`config.mk`:
```
export PLATFORM = sky130hd
export DESIGN_NAME = spi_cmd_engine
export DESIGN_NICKNAME = d
export VERILOG_FILES = /design/src/rtl/spi_cmd_pkg.sv /design/src/rtl/spi_clk_div.sv /design/src/rtl/spi_ring.sv /design/src/rtl/spi_shifter.sv /design/src/rtl/spi_cmd_engine.sv
export SDC_FILE = /design/constraint.sdc
export NUM_CORES = 1
export LEC_CHECK = 0
export BUFFER_PORTS_ARGS = -buffer_cell sky130_fd_sc_hd__buf_2
export CAP_MARGIN = 40
export CORE_UTILIZATION = 62
export DETAILED_ROUTE_END_ITERATION = 7
export PLACE_DENSITY = 0.8
export SLEW_MARGIN = 20
export SYNTH_ARGS = -nofsm -noshare
export SYNTH_HDL_FRONTEND = slang
export SYNTH_HIERARCHICAL = 1
export SYNTH_SLANG_ARGS = --single-unit
```
`constraint.sdc`:
```
create_clock -name clk_i -period 3.8 [get_ports clk_i]
set_input_delay 0.76 -clock clk_i [delete_from_list [all_inputs] [get_ports clk_i]]
set_output_delay 0.76 -clock clk_i [all_outputs]
set_load 0.01 [all_outputs]
```
`src/rtl/spi_cmd_pkg.sv`:
```
package spi_cmd_pkg;
  typedef enum logic {ENG_IDLE, ENG_SHIFT} eng_state_e;

  localparam logic [3:0] OFS_OPC = 4'h0;
  localparam logic [3:0] OFS_CNT = 4'h1;
  localparam logic [3:0] OFS_CTL = 4'h2;
  localparam logic [3:0] OFS_DAT = 4'hC;
  localparam logic [3:0] OFS_STS = 4'hD;

  localparam int unsigned CTL_GO   = 0;
  localparam int unsigned CTL_PCLR = 4;
  localparam int unsigned STS_SPD  = 4;
endpackage

```
`src/rtl/spi_clk_div.sv`:
```
module spi_clk_div #(
  parameter int unsigned SEL_W = 2
) (
  input  logic             clk_i,
  input  logic             rst_ni,
  input  logic             run_i,
  input  logic [SEL_W-1:0] sel_i,
  output logic             tick_o
);
  logic [SEL_W-1:0] cnt_q;

  assign tick_o = run_i && (cnt_q == sel_i);

  always_ff @(posedge clk_i or negedge rst_ni) begin
    if (!rst_ni)                cnt_q <= '0;
    else if (!run_i || tick_o)  cnt_q <= '0;
    else                        cnt_q <= cnt_q + 1'b1;
  end
endmodule

```
`src/rtl/spi_ring.sv`:
```
module spi_ring #(
  parameter int unsigned DEPTH = 8,
  parameter int unsigned DW    = 8,
  localparam int unsigned AW   = $clog2(DEPTH)
) (
  input  logic          clk_i,
  input  logic          we_i,
  input  logic [AW-1:0] waddr_i,
  input  logic [DW-1:0] wdata_i,
  input  logic [AW-1:0] raddr_a_i,
  output logic [DW-1:0] rdata_a_o,
  input  logic [AW-1:0] raddr_b_i,
  output logic [DW-1:0] rdata_b_o
);
  logic [DEPTH-1:0][DW-1:0] slot_w;

  // storage is deliberately never cleared
  for (genvar g = 0; g < DEPTH; g++) begin : g_slot
    logic [DW-1:0] q;
    always_ff @(posedge clk_i) begin
      if (we_i && (waddr_i == AW'(g))) q <= wdata_i;
    end
    assign slot_w[g] = q;
  end

  assign rdata_a_o = slot_w[raddr_a_i];
  assign rdata_b_o = slot_w[raddr_b_i];
endmodule

```
`src/rtl/spi_shifter.sv`:
```
module spi_shifter
  import spi_cmd_pkg::*;
#(
  parameter int unsigned DW    = 8,
  parameter int unsigned CNT_W = 4,
  localparam int unsigned BIT_W = $clog2(DW)
) (
  input  logic             clk_i,
  input  logic             rst_ni,
  input  logic             go_i,
  input  logic [DW-1:0]    opc_i,
  input  logic [CNT_W-1:0] tx_cnt_i,
  input  logic [CNT_W-1:0] rx_cnt_i,
  input  logic             tick_i,
  input  logic [DW-1:0]    cur_byte_i,
  input  logic [DW-1:0]    nxt_byte_i,
  input  logic             miso_i,
  output logic             busy_o,
  output logic             sck_o,
  output logic             cs_no,
  output logic             mosi_o,
  output logic             slot_we_o,
  output logic [DW-1:0]    slot_wdata_o
);
  eng_state_e       st_q;
  logic [BIT_W-1:0] bit_q;
  logic [DW-1:0]    sh_tx_q, sh_rx_q;
  logic             in_op_q, sck_q;
  logic [CNT_W-1:0] tx_left_q;
  logic [CNT_W:0]   byte_left_q;
  logic             byte_end, last_byte;

  assign busy_o       = (st_q == ENG_SHIFT);
  assign cs_no        = !busy_o;
  assign sck_o        = sck_q;
  assign mosi_o       = busy_o && sh_tx_q[DW-1];
  assign byte_end     = busy_o && tick_i && sck_q && (bit_q == BIT_W'(DW-1));
  assign slot_we_o    = byte_end && !in_op_q;
  assign slot_wdata_o = sh_rx_q;
  assign last_byte    = in_op_q ? (byte_left_q == '0) : (byte_left_q == (CNT_W+1)'(1));

  always_ff @(posedge clk_i or negedge rst_ni) begin
    if (!rst_ni) begin
      st_q        <= ENG_IDLE;
      bit_q       <= '0;
      sh_tx_q     <= '0;
      sh_rx_q     <= '0;
      in_op_q     <= 1'b0;
      sck_q       <= 1'b0;
      tx_left_q   <= '0;
      byte_left_q <= '0;
    end else begin
      case (st_q)
        ENG_IDLE: begin
          sck_q <= 1'b0;
          if (go_i) begin
            st_q        <= ENG_SHIFT;
            sh_tx_q     <= opc_i;
            bit_q       <= '0;
            in_op_q     <= 1'b1;
            tx_left_q   <= tx_cnt_i;
            byte_left_q <= {1'b0, tx_cnt_i} + {1'b0, rx_cnt_i};
          end
        end
        ENG_SHIFT: begin
          if (tick_i) begin
            if (!sck_q) begin
              sck_q   <= 1'b1;
              sh_rx_q <= {sh_rx_q[DW-2:0], miso_i};
            end else begin
              sck_q <= 1'b0;
              if (bit_q != BIT_W'(DW-1)) begin
                bit_q   <= bit_q + 1'b1;
                sh_tx_q <= {sh_tx_q[DW-2:0], 1'b0};
              end else begin
                bit_q   <= '0;
                in_op_q <= 1'b0;
                if (!in_op_q) byte_left_q <= byte_left_q - 1'b1;
                if (last_byte) begin
                  st_q    <= ENG_IDLE;
                  sh_tx_q <= '0;
                end else if (tx_left_q != '0) begin
                  // pointer moves on this edge unless the opcode just ended
                  sh_tx_q   <= in_op_q ? cur_byte_i : nxt_byte_i;
                  tx_left_q <= tx_left_q - 1'b1;
                end else begin
                  sh_tx_q <= '0;
                end
              end
            end
          end
        end
        default: st_q <= ENG_IDLE;
      endcase
    end
  end
endmodule

```
`src/rtl/spi_cmd_engine.sv`:
```
module spi_cmd_engine
  import spi_cmd_pkg::*;
#(
  parameter int unsigned DW         = 8,
  parameter int unsigned AW         = 4,
  parameter int unsigned RING_DEPTH = 8,
  parameter int unsigned CNT_W      = 4,
  parameter int unsigned SPD_W      = 2,
  parameter int unsigned MAX_TX     = 5,
  parameter int unsigned MAX_RX     = 8
) (
  input  logic          clk_i,
  input  logic          rst_ni,
  input  logic [AW-1:0] bus_addr_i,
  input  logic          bus_wr_i,
  input  logic          bus_rd_i,
  input  logic [DW-1:0] bus_wdata_i,
  output logic [DW-1:0] bus_rdata_o,
  output logic          spi_sck_o,
  output logic          spi_cs_no,
  output logic          spi_mosi_o,
  input  logic          spi_miso_i
);
  localparam int unsigned PTR_W = $clog2(RING_DEPTH);
  localparam logic [CNT_W-1:0] TX_LIM = CNT_W'(MAX_TX);
  localparam logic [CNT_W-1:0] RX_LIM = CNT_W'(MAX_RX);

  logic [DW-1:0]    opc_q;
  logic [CNT_W-1:0] tx_cnt_q, rx_cnt_q;
  logic [SPD_W-1:0] spd_q;
  logic [PTR_W-1:0] ptr_q;

  logic busy, tick, go, pclr, dat_wr, dat_rd;
  logic eng_we;
  logic [DW-1:0] eng_wdata, cur_byte, nxt_byte;
  logic ring_we;
  logic [DW-1:0] ring_wdata;

  assign go     = bus_wr_i && (bus_addr_i == AW'(OFS_CTL)) && bus_wdata_i[CTL_GO] && !busy
                  && (tx_cnt_q <= TX_LIM) && (rx_cnt_q <= RX_LIM);
  assign pclr   = bus_wr_i && (bus_addr_i == AW'(OFS_CTL)) && bus_wdata_i[CTL_PCLR] && !busy;
  assign dat_wr = bus_wr_i && (bus_addr_i == AW'(OFS_DAT)) && !busy;
  assign dat_rd = bus_rd_i && (bus_addr_i == AW'(OFS_DAT)) && !busy;

  always_ff @(posedge clk_i or negedge rst_ni) begin
    if (!rst_ni) begin
      opc_q    <= '0;
      tx_cnt_q <= '0;
      rx_cnt_q <= '0;
      spd_q    <= '0;
    end else if (bus_wr_i && !busy) begin
      if (bus_addr_i == AW'(OFS_OPC)) opc_q <= bus_wdata_i;
      if (bus_addr_i == AW'(OFS_CNT)) begin
        tx_cnt_q <= bus_wdata_i[CNT_W-1:0];
        rx_cnt_q <= bus_wdata_i[CNT_W +: CNT_W];
      end
      if (bus_addr_i == AW'(OFS_STS)) spd_q <= bus_wdata_i[STS_SPD +: SPD_W];
    end
  end

  // clear wins; host and engine never step the pointer together
  always_ff @(posedge clk_i or negedge rst_ni) begin
    if (!rst_ni)                          ptr_q <= '0;
    else if (pclr)                        ptr_q <= '0;
    else if (dat_wr || dat_rd || eng_we)  ptr_q <= ptr_q + 1'b1;
  end

  assign ring_we    = dat_wr || eng_we;
  assign ring_wdata = eng_we ? eng_wdata : bus_wdata_i;

  spi_ring #(.DEPTH(RING_DEPTH), .DW(DW)) i_ring (
    .clk_i     (clk_i),
    .we_i      (ring_we),
    .waddr_i   (ptr_q),
    .wdata_i   (ring_wdata),
    .raddr_a_i (ptr_q),
    .rdata_a_o (cur_byte),
    .raddr_b_i (ptr_q + 1'b1),
    .rdata_b_o (nxt_byte)
  );

  spi_clk_div #(.SEL_W(SPD_W)) i_div (
    .clk_i  (clk_i),
    .rst_ni (rst_ni),
    .run_i  (busy),
    .sel_i  (spd_q),
    .tick_o (tick)
  );

  spi_shifter #(.DW(DW), .CNT_W(CNT_W)) i_shift (
    .clk_i        (clk_i),
    .rst_ni       (rst_ni),
    .go_i         (go),
    .opc_i        (opc_q),
    .tx_cnt_i     (tx_cnt_q),
    .rx_cnt_i     (rx_cnt_q),
    .tick_i       (tick),
    .cur_byte_i   (cur_byte),
    .nxt_byte_i   (nxt_byte),
    .miso_i       (spi_miso_i),
    .busy_o       (busy),
    .sck_o        (spi_sck_o),
    .cs_no        (spi_cs_no),
    .mosi_o       (spi_mosi_o),
    .slot_we_o    (eng_we),
    .slot_wdata_o (eng_wdata)
  );

  always_comb begin
    bus_rdata_o = '0;
    case (bus_addr_i)
      AW'(OFS_OPC): bus_rdata_o = opc_q;
      AW'(OFS_CNT): begin
        bus_rdata_o[CNT_W-1:0]     = tx_cnt_q;
        bus_rdata_o[CNT_W +: CNT_W] = rx_cnt_q;
      end
      AW'(OFS_CTL): bus_rdata_o[CTL_GO] = busy;
      AW'(OFS_DAT): bus_rdata_o = cur_byte;
      AW'(OFS_STS): begin
        bus_rdata_o[PTR_W-1:0]      = ptr_q;
        bus_rdata_o[STS_SPD +: SPD_W] = spd_q;
      end
      default: bus_rdata_o = '0;
    endcase
  end
endmodule

```
==> flow_metrics.tcl <==
set metrics [dict create \
    timing.hold.ws_ns 0.230 \
    cp-start-kind "register" \
    crit_type "register to primary output" \
    syn_to_final_growth_pct 13.7 \
    cap_violations 0 \
    ios 28 \
    fmax_mhz 282 \
    portBuffers 27 \
    antenna_found_initial 0 \
    layout_common_cells "edfxtp_1, dfrtp_1, mux2_2" \
    leakage_nw 2.95 \
    final_util_pct 72.3 \
    cpMaxStageDelayCell "dfrtp_1" \
    antennaDiodeCount 0 \
    dr.first_iter.drc_count 292 \
    grt_use_met3_pct 6.14 \
    cp_cell_sequence "buf_16 -> mux4_1 -> mux2_2 -> a22oi_1 -> o21ai_0 -> buf_2" \
    postCtsHoldBufs 0 \
    ff2ff_setup_slack_ns 0.92 \
    place_ws_ns 0.513 \
    wl_per_cell_um 22.8 \
    drcViolationCount 0 \
    required_ns 3.04 \
    final_common_cell "edfxtp_1" \
    grt_pass1_vias 4262 \
    numCtsBuffers 17 \
    clock_path_buffers 2 \
    timing.rr.start "spd_q[0]" \
    r2r_end "i_ring/g_slot[5].q[1]" \
    yosysUniqueCellTypes 67 \
    post-route-min-period_ns 3.55 \
    ys_seq_area_share_pct 50.3 \
    yosysWarningCount 6 \
    worst_slew_pin_slew_ns 0.695 \
    vias 4357 \
    synth_edf_count 64 \
    htree_levels 4 \
    synth_nets 477 \
    setup.worst_path.end_class "primary output" \
    synthCells 448 \
    grtUsageMet2_pct 45.4 \
    die_w_um 104 \
    worst_slack_ns 0.250 \
    firstDrtPassIters 5 \
    irDropWorstVdd_uv 531 \
    synth_seq_cells 118 \
    synth_ff_type "edfxtp_1" \
    gp_congestion 0.936 \
    cts_resized 0 \
    power_density_nw_per_um2 591 \
    grt_pass1_wl_um 22900 \
    detail-route-antenna-nets 0 \
    crit_buf_inv 2 \
    path_delay_family "multiplexers" \
    chipHeight_um 104 \
    hp-class "input pin to async pin" \
    rr_worst_depth 11 \
    grt_usage_pct 28.5 \
    setup_viol_count_final 0 \
    fin_skew_ns 0.00585 \
    outcome "completed" \
    post-cts-setup-buffer-count 0 \
    clk_pin_slew_ns 0.06 \
    worstPathMaxFanout 16 \
    finalCritPeriodShare_pct 93.4 \
    slew_headroom_pct 53.7 \
    post_dp_cell_area_sq_um 6840 \
    synth_area_per_cell_sq_um 14.5 \
    cts_root_buf "clkbuf_8" \
    maxSlewViolCount 0 \
    routed_wl_um 14500 \
    finalHoldViolations 0 \
    nFillCells 653 \
    grt_start_max_net_pins 30 \
    initial_core_util_pct 63.6 \
    viasPerCell 6.82 \
    design.core.area_sq_um 10200 \
    row_count 37 \
    crit_path_max_incr_delay_ns 0.68 \
    drive_gt1_share_pct 28.2 \
    grt.met1_usage_pct 36.7 \
    overflow 0 \
    syn_area_sq_um 6510 \
    insertion_delay_ns 0.53 \
    hpwlAfterDp_um 10300 \
    async_flop_share_pct 45.8 \
    dieArea_sq_um 10900 \
    rsz0062_at_grt "no" \
    cts.sinks 118 \
    fin_nets 519 \
    final_area_sq_um 7390 \
    top_usage_layer "met2" \
    arrival_ns 2.79 \
    cts_tree "yes" \
    tns_ns 0 \
]
## per-layer routing
layer | routed length (um) | vias up | part of all wire [%]
met1 | 5940 | 2226 | 41
li1 | - | 1887 | -
met4 | 529 | 0 | 3.6
met3 | 771 | 47 | 5.3
met2 | 7310 | 197 | 50
met5 | 0 | - | 0
## kinds of logic (layout without fill, tap and decap cells)
family	count (synthesis)	count (layout)	share of synthesized area, %
flip-flops	118	118	50.3
multiplexers	97	97	24.7
AND/OR/NAND/NOR	89	89	8.38
AO/OA/AOI/OAI	86	86	9.88
buffers and inverters	39	94	3.31
adder cells (fa/ha/maj)	12	12	2.42
XOR/XNOR	7	7	0.942
## stage by stage
step           power [mW]  std cells
2_1_floorplan        2.57        448
4_1_cts              4.37        639
6_report             4.37        639
3_5_place_dp         2.88        607
3_3_place_gp         2.81        605
5_1_grt              4.54        639
## power breakdown
group,internal (mW),switching (mW),total (mW)
Clock,0.921,0.563,1.48
Combinational,0.604,0.552,1.16
Sequential,1.52,0.211,1.73
Total,3.04,1.33,4.37
## sequential cells by signal (all words and copies together), names as in the netlist, 4 cells and up
signal                flops
i_ring/g_slot.q          64
i_shift/byte_left_q       5
i_shift/sh_tx_q           8
i_shift/slot_wdata_o      8
i_shift/tx_left_q         4
opc_q                     8
rx_cnt_q                  4
tx_cnt_q                  4
## worst max path at each step
stage / start / end / cells after the start
final: ptr_q[0] / bus_rdata_o[5] / 6
after global routing: ptr_q[0] / bus_rdata_o[5] / 6
after CTS: ptr_q[0] / bus_rdata_o[5] / 6
after detailed placement: bus_addr_i[0] / i_shift/tx_left_q[1] / 8
after global placement: ptr_q[0] / bus_rdata_o[1] / 5
after floorplan: i_div/cnt_q[0] / i_ring/g_slot[0].q[0] / 11
## cell usage after synthesis (all sizes together) (2+ instances only)
cell type / number / area [sq um]
edfxtp: 64 / 1920
dfrtp: 54 / 1350
mux2: 53 / 661
mux4: 32 / 830
nand2: 24 / 108
a22oi: 20 / 150
nor2: 16 / 60.1
buf: 15 / 125
inv: 13 / 48.8
mux2i: 12 / 120
o21ai: 12 / 60.1
ha: 11 / 138
clkbuf: 10 / 37.5
o211ai: 9 / 67.6
nand3: 8 / 40.0
nor3: 8 / 45.0
nand2b: 7 / 43.8
o21a: 7 / 52.6
a21oi: 6 / 30.0
nor3b: 5 / 65.1
nand3b: 4 / 30.0
nor2b: 4 / 32.5
o32ai: 4 / 35.0
xnor2: 4 / 35.0
a31oi: 3 / 18.8
and2: 3 / 18.8
and4: 3 / 26.3
xor2: 3 / 26.3
a211oi: 2 / 15.0
a21o: 2 / 15.0
a2bb2oi: 2 / 17.5
a32oi: 2 / 17.5
nand4: 2 / 18.8
o21bai: 2 / 15.0
o221ai: 2 / 17.5
o22ai: 2 / 12.5
or3: 2 / 12.5
## area by class of cell
class / count / area (sq um) / share of cell area [%]
sequential: 118 / 3270 / 44.3
inverter: 14 / 52.6 / 0.711
clock buffer: 18 / 418 / 5.65
tap: 136 / 170 / 2.30
multi-input combinational: 291 / 3020 / 40.9
clock inverter: 14 / 136 / 1.84
timing repair buffer: 48 / 320 / 4.33
## worst reg2reg max path: stages, from the launching register on
cell and delay [ns]:
dfrtp_1 0.44, xnor2_1 0.15, nand2_1 0.06, nor2_1 0.11
buf_4 0.18, nand4_2 0.23, nor2_1 0.28, inv_1 0.14
nand2_1 0.14, nand2b_1 0.12, nor2_1 0.47, buf_4 0.25
Power figures use the tool's default switching activity.
